### src/rtl/eic_pkg.sv
package eic_pkg;
  localparam int ADDR_W = 3;

  typedef enum logic [ADDR_W-1:0] {
    REG_EN_SET = 3'd0,
    REG_EN_CLR = 3'd1,
    REG_ACK    = 3'd2,
    REG_MODE   = 3'd3,
    REG_EDGE   = 3'd4,
    REG_POL    = 3'd5,
    REG_PEND   = 3'd6
  } eic_reg_e;
endpackage

### src/rtl/eic_sync.sv
module eic_sync #(
  parameter int NUM_LINES = 8,
  parameter int STAGES    = 2
) (
  input  logic                 clk,
  input  logic                 rst,
  input  logic [NUM_LINES-1:0] pin_i,
  output logic [NUM_LINES-1:0] sync_o
);
  genvar g;
  generate
    for (g = 0; g < NUM_LINES; g++) begin : g_line
      logic [STAGES-1:0] chain_q;
      always_ff @(posedge clk) begin
        if (rst) chain_q <= '0;
        else     chain_q <= {chain_q[STAGES-2:0], pin_i[g]};
      end
      assign sync_o[g] = chain_q[STAGES-1];
    end
  endgenerate
endmodule

### src/rtl/eic_detect.sv
module eic_detect #(
  parameter int NUM_LINES = 8
) (
  input  logic                 clk,
  input  logic                 rst,
  input  logic [NUM_LINES-1:0] sync_i,
  input  logic [NUM_LINES-1:0] mode_i,
  input  logic [NUM_LINES-1:0] edge_i,
  input  logic [NUM_LINES-1:0] pol_i,
  input  logic [NUM_LINES-1:0] ack_i,
  output logic [NUM_LINES-1:0] latch_o,
  output logic [NUM_LINES-1:0] raw_o
);
  logic [NUM_LINES-1:0] prev_q, latch_q, hit, lvl;

  // rising where direction=1, falling where direction=0
  assign hit = (edge_i & sync_i & ~prev_q) | (~edge_i & ~sync_i & prev_q);
  assign lvl = ~(sync_i ^ pol_i);

  always_ff @(posedge clk) begin
    if (rst) begin
      prev_q  <= '0;
      latch_q <= '0;
    end else begin
      prev_q  <= sync_i;
      // a new edge in the same cycle as an acknowledge wins
      latch_q <= (latch_q & ~ack_i) | (hit & ~mode_i);
    end
  end

  assign latch_o = latch_q;
  assign raw_o   = (mode_i & lvl) | (~mode_i & latch_q);

  // acknowledged latch clears unless a fresh edge arrived
  p_ack_clears_r6: assert property (@(posedge clk) disable iff (rst)
    1'b1 |=> (($past(ack_i) & ~($past(hit) & ~$past(mode_i))) & latch_q) == '0);
  // a latch only falls through an acknowledge
  p_latch_sticky_r9: assert property (@(posedge clk) disable iff (rst)
    1'b1 |=> ($past(latch_q) & ~$past(ack_i) & ~latch_q) == '0);
  // level-mode lines never set a latch
  p_level_no_set_r2: assert property (@(posedge clk) disable iff (rst)
    1'b1 |=> ($past(mode_i) & ~$past(latch_q) & latch_q) == '0);
endmodule

### src/rtl/eic_regs.sv
module eic_regs
  import eic_pkg::*;
#(
  parameter int NUM_LINES = 8,
  parameter int DATA_W    = 32
) (
  input  logic                 clk,
  input  logic                 rst,
  input  logic                 wr_i,
  input  logic                 rd_i,
  input  logic [ADDR_W-1:0]    addr_i,
  input  logic [NUM_LINES-1:0] wdata_i,
  input  logic [NUM_LINES-1:0] latch_i,
  input  logic [NUM_LINES-1:0] pend_i,
  output logic [NUM_LINES-1:0] mask_o,
  output logic [NUM_LINES-1:0] mode_o,
  output logic [NUM_LINES-1:0] edge_o,
  output logic [NUM_LINES-1:0] pol_o,
  output logic [NUM_LINES-1:0] ack_o,
  output logic [DATA_W-1:0]    rdata_o
);
  logic [NUM_LINES-1:0] mask_q, mode_q, edge_q, pol_q, rd_val;
  logic [DATA_W-1:0]    rdata_q;

  always_ff @(posedge clk) begin
    if (rst) begin
      mask_q <= '0;
      mode_q <= '0;
      edge_q <= '0;
      pol_q  <= '0;
    end else if (wr_i) begin
      case (addr_i)
        REG_EN_SET: mask_q <= mask_q | wdata_i;
        REG_EN_CLR: mask_q <= mask_q & ~wdata_i;
        REG_MODE:   mode_q <= wdata_i;
        REG_EDGE:   edge_q <= wdata_i;
        REG_POL:    pol_q  <= wdata_i;
        default: ;
      endcase
    end
  end

  assign ack_o = (wr_i && addr_i == REG_ACK) ? wdata_i : '0;

  always_comb begin
    case (addr_i)
      REG_EN_SET, REG_EN_CLR: rd_val = mask_q;
      REG_ACK:  rd_val = latch_i;
      REG_MODE: rd_val = mode_q;
      REG_EDGE: rd_val = edge_q;
      REG_POL:  rd_val = pol_q;
      REG_PEND: rd_val = pend_i;
      default:  rd_val = '0;
    endcase
  end

  always_ff @(posedge clk) begin
    if (rst)       rdata_q <= '0;
    else if (rd_i) rdata_q <= DATA_W'(rd_val);
  end

  assign mask_o  = mask_q;
  assign mode_o  = mode_q;
  assign edge_o  = edge_q;
  assign pol_o   = pol_q;
  assign rdata_o = rdata_q;

  // set write turns on exactly its ones-bits
  p_set_ones_r5: assert property (@(posedge clk) disable iff (rst)
    (wr_i && addr_i == REG_EN_SET) |=>
      mask_q == ($past(mask_q) | $past(wdata_i)));
  // clear write turns off exactly its ones-bits
  p_clr_ones_r5: assert property (@(posedge clk) disable iff (rst)
    (wr_i && addr_i == REG_EN_CLR) |=>
      mask_q == ($past(mask_q) & ~$past(wdata_i)));
  // mode write is stored for the implemented lines
  p_mode_store_r7: assert property (@(posedge clk) disable iff (rst)
    (wr_i && addr_i == REG_MODE) |=> mode_q == $past(wdata_i));
endmodule

### src/rtl/eic_top.sv
module eic_top
  import eic_pkg::*;
#(
  parameter int NUM_LINES = 8,
  parameter int DATA_W    = 32
) (
  input  logic                 clk,
  input  logic                 rst,
  input  logic [NUM_LINES-1:0] ext_pin_i,
  input  logic                 reg_wr_i,
  input  logic                 reg_rd_i,
  input  logic [ADDR_W-1:0]    reg_addr_i,
  input  logic [DATA_W-1:0]    reg_wdata_i,
  output logic [DATA_W-1:0]    reg_rdata_o,
  output logic [NUM_LINES-1:0] pend_o,
  output logic                 grp_req_o
);
  logic [NUM_LINES-1:0] sync_w, mask_w, mode_w, edge_w, pol_w, ack_w;
  logic [NUM_LINES-1:0] latch_w, raw_w, pend_q, pend_n;
  logic                 grp_q;
  logic                 unused_wdata;

  assign unused_wdata = ^reg_wdata_i;

  eic_sync #(.NUM_LINES(NUM_LINES), .STAGES(2)) u_sync (
    .clk(clk), .rst(rst), .pin_i(ext_pin_i), .sync_o(sync_w));

  eic_detect #(.NUM_LINES(NUM_LINES)) u_detect (
    .clk(clk), .rst(rst), .sync_i(sync_w), .mode_i(mode_w),
    .edge_i(edge_w), .pol_i(pol_w), .ack_i(ack_w),
    .latch_o(latch_w), .raw_o(raw_w));

  eic_regs #(.NUM_LINES(NUM_LINES), .DATA_W(DATA_W)) u_regs (
    .clk(clk), .rst(rst), .wr_i(reg_wr_i), .rd_i(reg_rd_i),
    .addr_i(reg_addr_i), .wdata_i(reg_wdata_i[NUM_LINES-1:0]),
    .latch_i(latch_w), .pend_i(pend_q), .mask_o(mask_w),
    .mode_o(mode_w), .edge_o(edge_w), .pol_o(pol_w),
    .ack_o(ack_w), .rdata_o(reg_rdata_o));

  assign pend_n = raw_w & mask_w;

  always_ff @(posedge clk) begin
    if (rst) begin
      pend_q <= '0;
      grp_q  <= 1'b0;
    end else begin
      pend_q <= pend_n;
      grp_q  <= |pend_n;
    end
  end

  assign pend_o    = pend_q;
  assign grp_req_o = grp_q;

  // a masked line never reaches the pending output
  p_pend_masked_r8: assert property (@(posedge clk) disable iff (rst)
    1'b1 |=> (pend_o & ~$past(mask_w)) == '0);
  // group request agrees with the pending vector
  p_grp_consistent_r8: assert property (@(posedge clk) disable iff (rst)
    grp_req_o == (pend_o != '0));
  // outputs quiet in the first cycle out of reset
  p_reset_quiet_r1: assert property (@(posedge clk)
    $fell(rst) |-> (pend_o == '0 && !grp_req_o));
endmodule

### config.mk
export PLATFORM = sky130hd
export DESIGN_NAME = eic_top
export DESIGN_NICKNAME = d
export VERILOG_FILES = /design/src/rtl/eic_pkg.sv /design/src/rtl/eic_sync.sv /design/src/rtl/eic_detect.sv /design/src/rtl/eic_regs.sv /design/src/rtl/eic_top.sv
export SDC_FILE = /design/constraint.sdc
export NUM_CORES = 1
export LEC_CHECK = 0
export BUFFER_PORTS_ARGS = -buffer_cell sky130_fd_sc_hd__buf_4
export CORE_UTILIZATION = 35
export DETAILED_ROUTE_END_ITERATION = 16
export PLACE_DENSITY = 0.62
export SETUP_SLACK_MARGIN = 0.05
export SLEW_MARGIN = 10
export SYNTH_ARGS = -nofsm -noshare
export SYNTH_HDL_FRONTEND = slang
export SYNTH_SLANG_ARGS = --single-unit
### constraint.sdc
create_clock -name clk -period 2.2 [get_ports clk]
set_input_delay 0.22 -clock clk [delete_from_list [all_inputs] [get_ports clk]]
set_output_delay 0.22 -clock clk [all_outputs]
set_load 0.05 [all_outputs]
=== Word-level counts from Yosys, hierarchy flattened ===
Index checks and enable logic that the tools add are counted.
W data, S select, Z words.

* Register bits after elaboration: 81
* Input port bits: 47

* Bitwise logic cells: 22
* Mux-type cells: 3
* Eq/ne operators: 6
* Reduce and logical (&&, ||, !) cells: 9

{| class="wikitable"
|+ Operators by type and width
! cell !! number
|-
| $and A8 B8 Y8 || 10
|-
| $not A8 Y8 || 7
|-
| $pmux W8 S6 || 1
|-
| $or A8 B8 Y8 || 4
|-
| $pmux W8 S2 || 1
|-
| $eq A3 B3 Y1 const B || 3
|-
| $mux W8 || 1
|-
| $reduce_and A2 Y1 || 4
|-
| $reduce_or A8 Y1 || 1
|-
| $xor A8 B8 Y8 || 1
|-
| $eq A3 B2 Y1 const B || 2
|-
| $eq A3 B1 Y1 const B || 1
|-
| $logic_not A3 Y1 || 1
|-
| $reduce_bool A2 Y1 || 1
|-
| $reduce_or A2 Y1 || 1
|-
| $logic_and A1 B1 Y1 || 1
|}

=== Logic depth before layout (Yosys ltp) ===
* Word-level depth: 6
* Gate-level depth with buffers: 7

=== Modules after synthesis ===
From an unflattened synthesis, not the netlist that was laid out.

* Cell total of the unflattened synthesis: 398
* Area total of the unflattened synthesis: 3,771.1 um^2

{| class="wikitable"
|+ By module, submodules not included
! module !! times used !! area an instance (um^2) !! cells an instance
|-
| eic_regs || 1 || 2,160.8 || 255
|-
| eic_detect || 1 || 809.5 || 73
|-
| eic_sync || 1 || 524.3 || 41
|-
| eic_top || 1 || 276.5 || 29
|}

=== Worst setup path after synthesis ===
Ideal clock, no wire load.

* Path type: flip-flop to flip-flop
* Start: reg pend_q[6] (netlist: pend_o[6])
* End: reg u_regs.rdata_q[6] (netlist: u_regs.rdata_o[6])
* Path slack: 0.798 ns
* Period minus slack after synthesis: 1.402 ns
* Stages on the path, launching flop included: 5
* Setup time: 0.117 ns
* Buffers on the path: 0
* Required time: 2.083 ns
* Data arrival time: 1.285 ns
* Path through: dfxtp_1 -> mux2_1 -> a22oi_1 -> o221ai_1 -> a22o_1

* Word-level cells in the longest chain between the ends: 1

{| class="wikitable"
|+ RTL lines
! element !! line !! RTL
|-
| start, declared || eic_top.sv:19 || <nowiki>logic [NUM_LINES-1:0] latch_w, raw_w, pend_q, pend_n;</nowiki>
|-
| start signal, assigned || eic_top.sv:47 || <nowiki>pend_q <= pend_n;</nowiki>
|-
| $pmux W8 S6 || eic_regs.sv:46 || <nowiki>case (addr_i)</nowiki>
|-
| end signal, assigned || eic_regs.sv:59 || <nowiki>else if (rd_i) rdata_q <= DATA_W'(rd_val);</nowiki>
|-
| end, declared || eic_regs.sv:23 || <nowiki>logic [DATA_W-1:0] rdata_q;</nowiki>
|}

No other way between the ends.
A chain may end at the register's enable or synchronous reset.

=== Worst setup path after layout ===
* Start: reg u_sync.g_line[7].chain_q[1]
* End: reg grp_q (netlist: grp_req_o)

* Word-level cells in the longest chain between the ends: 6

{| class="wikitable"
|+ RTL lines
! element !! line !! RTL
|-
| start, declared || eic_sync.sv:13 || <nowiki>logic [STAGES-1:0] chain_q;</nowiki>
|-
| start signal, assigned || eic_sync.sv:16 || <nowiki>else chain_q <= {chain_q[STAGES-2:0], pin_i[g]};</nowiki>
|-
| $xor A8 B8 Y8 || eic_detect.sv:18 || <nowiki>assign lvl = ~(sync_i ^ pol_i);</nowiki>
|-
| $not A8 Y8 || eic_detect.sv:18 ||
|-
| $and A8 B8 Y8 || eic_detect.sv:32 || <nowiki>assign raw_o = (mode_i & lvl) | (~mode_i & latch_q);</nowiki>
|-
| $or A8 B8 Y8 || eic_detect.sv:32 ||
|-
| $and A8 B8 Y8 || eic_top.sv:40 || <nowiki>assign pend_n = raw_w & mask_w;</nowiki>
|-
| $reduce_or A8 Y1 || eic_top.sv:48 || <nowiki>grp_q <= |pend_n;</nowiki>
|-
| end signal, assigned || eic_top.sv:48 ||
|-
| end, declared || eic_top.sv:20 || <nowiki>logic grp_q;</nowiki>
|}

No other way between the ends.

==> reports/results.txt <==
Status: finished, final reports clean
Final setup viols: 0
Crit path max fanout: 4
Power per cell area: 697 nW/um2
# clock sinks: 81
Vias in the first global route: 2502
All-Layer GR Usage: 16.4%
Unrepaired setup endpoints after global routing: false
Initial antenna violation count: 0
Total iterations of the first detailed-routing run: 4
Cell area after synthesis: 3570 um2
Worst hold path class: in2reg
Share of cells above drive strength 1: 17.6%
First-pass GRT wire length: 13000 um
# port buffers: 39
Largest net degree at the start of global routing: 41
Top post-synthesis cells by count: dfxtp_1 (81), nand2_1 (53), a21oi_1 (46)
Max Cap Viol: 0
Cells after Synth: 392
Finished Cell Area: 4070 um2
Yosys cell types: 44
Max Slew Vio Count: 0
Accumulated negative setup slack: 0 ns
Final ANT Viol Nets: 0
Slowest CP cell: dfxtp_1
Worst R2R Setup Slack: 0.74 ns
Async set-reset flop share out of synthesis: 0%
Placed Area: 3900 um2
Clock Skews: 0.00899 ns
Number of core rows: 36
Achievable frequency: 684 MHz
Core Area: 9820 um2
CP Cell Sequence: xnor2_1 -> mux2_4 -> a2111oi_2 -> a41oi_1
WL per Instance: 14.3 um
H-tree levels: 3
Initial DRC Count: 154
Post-synth EDFFs: 0
CP Launch Type: flip-flop
Vias per cell: 4.93
Fin crit period: 1.46 ns
Number of I/O pins: 88
Final wirelength: 8100 um
Die ar.: 10600 um2
Synthesized area per cell: 9.12 um2
Maximum vdd drop: 0.000300 V
Yosys top cell by area: dfxtp_1
Total number of vias: 2790
Clock Latency Late Sink: 0.35 ns
Static leakage: 1.56 nW
Cell family with most CP delay: compound AO/OA/AOI/OAI gates
Flops & latches, synth: 81
Synth Flop Type: dfxtp_1
Clock-pin slew on the worst setup and hold paths: 0.08 ns
Placer Congestion: 0.809
CTS tree: yes
Root buf cell: clkbuf_8
Max clock buf depth: 2
CP max stage delay: 0.41 ns
GRT Residual Overflow: 0
CP Capture Type: flip-flop
Count leader, synth: dfxtp_1
CTS Buf Count: 9
Crit path buffers/inverters: 0
Sequential area share after synthesis: 45.4%
Hold_buf cts: 0
Worst Path Arrival: 1.66 ns
Period Utilization, post-route: 66.5%
Hold Fails Final Rpt: 0
Crit Path Category: reg2reg
Detail Placement HPWL: 5480 um
Data required, critical path: 2.39 ns
Vert. Die Dim: 103 um
Area grow syn2layout: 13.9%
Synth area leaders: dfxtp_1 (45%), nor2b_1 (6.7%), a21oi_1 (6.4%)
Synth Warn #: 0
Post-CTS sizing: 0
Synth top area share: 45.4%
Residual DRC count: 0
Final nets: 475
Initial core utilization: 36.4%
Ant. Diodes: 0
Chip width: 103 um
Setup bufs post-CTS: 0
[worst reg2reg max path, cell delays in order (launching register included)]
cell	delay [ns]
dfxtp_1	0.41
xnor2_1	0.09
mux2_4	0.28
a2111oi_2	0.35
a41oi_1	0.19
[registers in the layout, summed over array words and instances, names as in the netlist, named ones only]
name,count
u_detect.latch_o,8
u_regs.rdata_o,8
u_regs.edge_o,8
u_regs.mode_o,8
grp_req_o,1
pend_o,8
u_sync.g_line.chain_q,16
u_regs.pol_o,8
u_detect.prev_q,8
[final timing paths]
check,from,end,cells past startpoint
setup reg to reg,u_sync.g_line[7].chain_q[1],grp_req_o,4
setup / recovery,u_sync.g_line[7].chain_q[1],grp_req_o,4
hold reg to reg,u_sync.g_line[6].chain_q[0],u_sync.g_line[6].chain_q[1],1
hold / removal,ext_pin_i[3],u_sync.g_line[3].chain_q[0],2
[logic make-up after synthesis]
family | after synthesis | synth area share, %
multiplexers | 22 | 6.93
buffers and inverters | 46 | 8.05
other | 1 | 0.105
AND/OR/NAND/NOR | 146 | 21.4
AO/OA/AOI/OAI | 88 | 16.2
flip-flops | 81 | 45.4
XOR/XNOR | 8 | 1.96
[cells in the final DEF, fill, tap and decap left out, types with 2 or more instances in the layout]
| cell type | count |
|---|---|
| a211o_1 | 2 |
| a211oi_1 | 8 |
| a21oi_1 | 46 |
| a22o_1 | 8 |
| a22oi_1 | 3 |
| a22oi_2 | 3 |
| a2bb2oi_1 | 2 |
| and3_1 | 2 |
| and3b_1 | 2 |
| buf_4 | 47 |
| clkbuf_1 | 2 |
| clkbuf_8 | 11 |
| clkinv_2 | 3 |
| conb_1 | 24 |
| dfxtp_1 | 81 |
| mux2_1 | 4 |
| mux2_2 | 2 |
| mux2_4 | 4 |
| mux2i_1 | 12 |
| nand2_1 | 53 |
| nand2b_1 | 2 |
| nand3_1 | 2 |
| nand3b_1 | 11 |
| nor2_1 | 24 |
| nor2b_1 | 38 |
| o21ai_0 | 3 |
| o21ai_1 | 2 |
| o221ai_1 | 5 |
| or3b_1 | 6 |
| or3b_2 | 2 |
| xnor2_1 | 5 |
| xor2_1 | 3 |
[where the power goes]
| part | total [W] | internal (W) | switching, W |
|---|---|---|---|
| Clock | 0.000972 | 0.000467 | 0.000505 |
| Sequential | 0.00154 | 0.00151 | 0.0000298 |
| Combinational | 0.000328 | 0.000101 | 0.000227 |
| Total | 0.00284 | 0.00207 | 0.000762 |
[per-layer routing]
metal  GRT usage (%)  vias up  share of wire [%]
met5               0        -                  0
met4            5.96        0               0.93
met3            3.73        8                5.4
met2            24.3       99                 44
met1            23.3     1303                 50
li1                -     1380                  -
[per-stage QoR]
step	util [%]	std cells	hold WS (ns)	setup WS [ns]	total power [W]
after global placement	39.7	550	0.418	0.516	0.00189
after detailed placement	39.7	550	0.420	0.493	0.00190
after global routing	41.5	566	0.0634	0.709	0.00297
after floorplan	-	415	0.317	0.798	0.00184
final	41.5	566	0.0789	0.737	0.00284
after CTS	41.5	566	0.0701	0.704	0.00286
[final cells by class]
| cell class | instances | area, um2 |
|---|---|---|
| timing repair buffer | 47 | 353 |
| clock inverter | 3 | 15.0 |
| sequential | 81 | 1620 |
| tap | 133 | 166 |
| multi-input combinational | 288 | 1750 |
| fill | 979 | 5750 |
| clock buffer | 13 | 159 |
| inverter | 1 | 3.75 |
No activity file was read; power rests on OpenSTA's default activity.
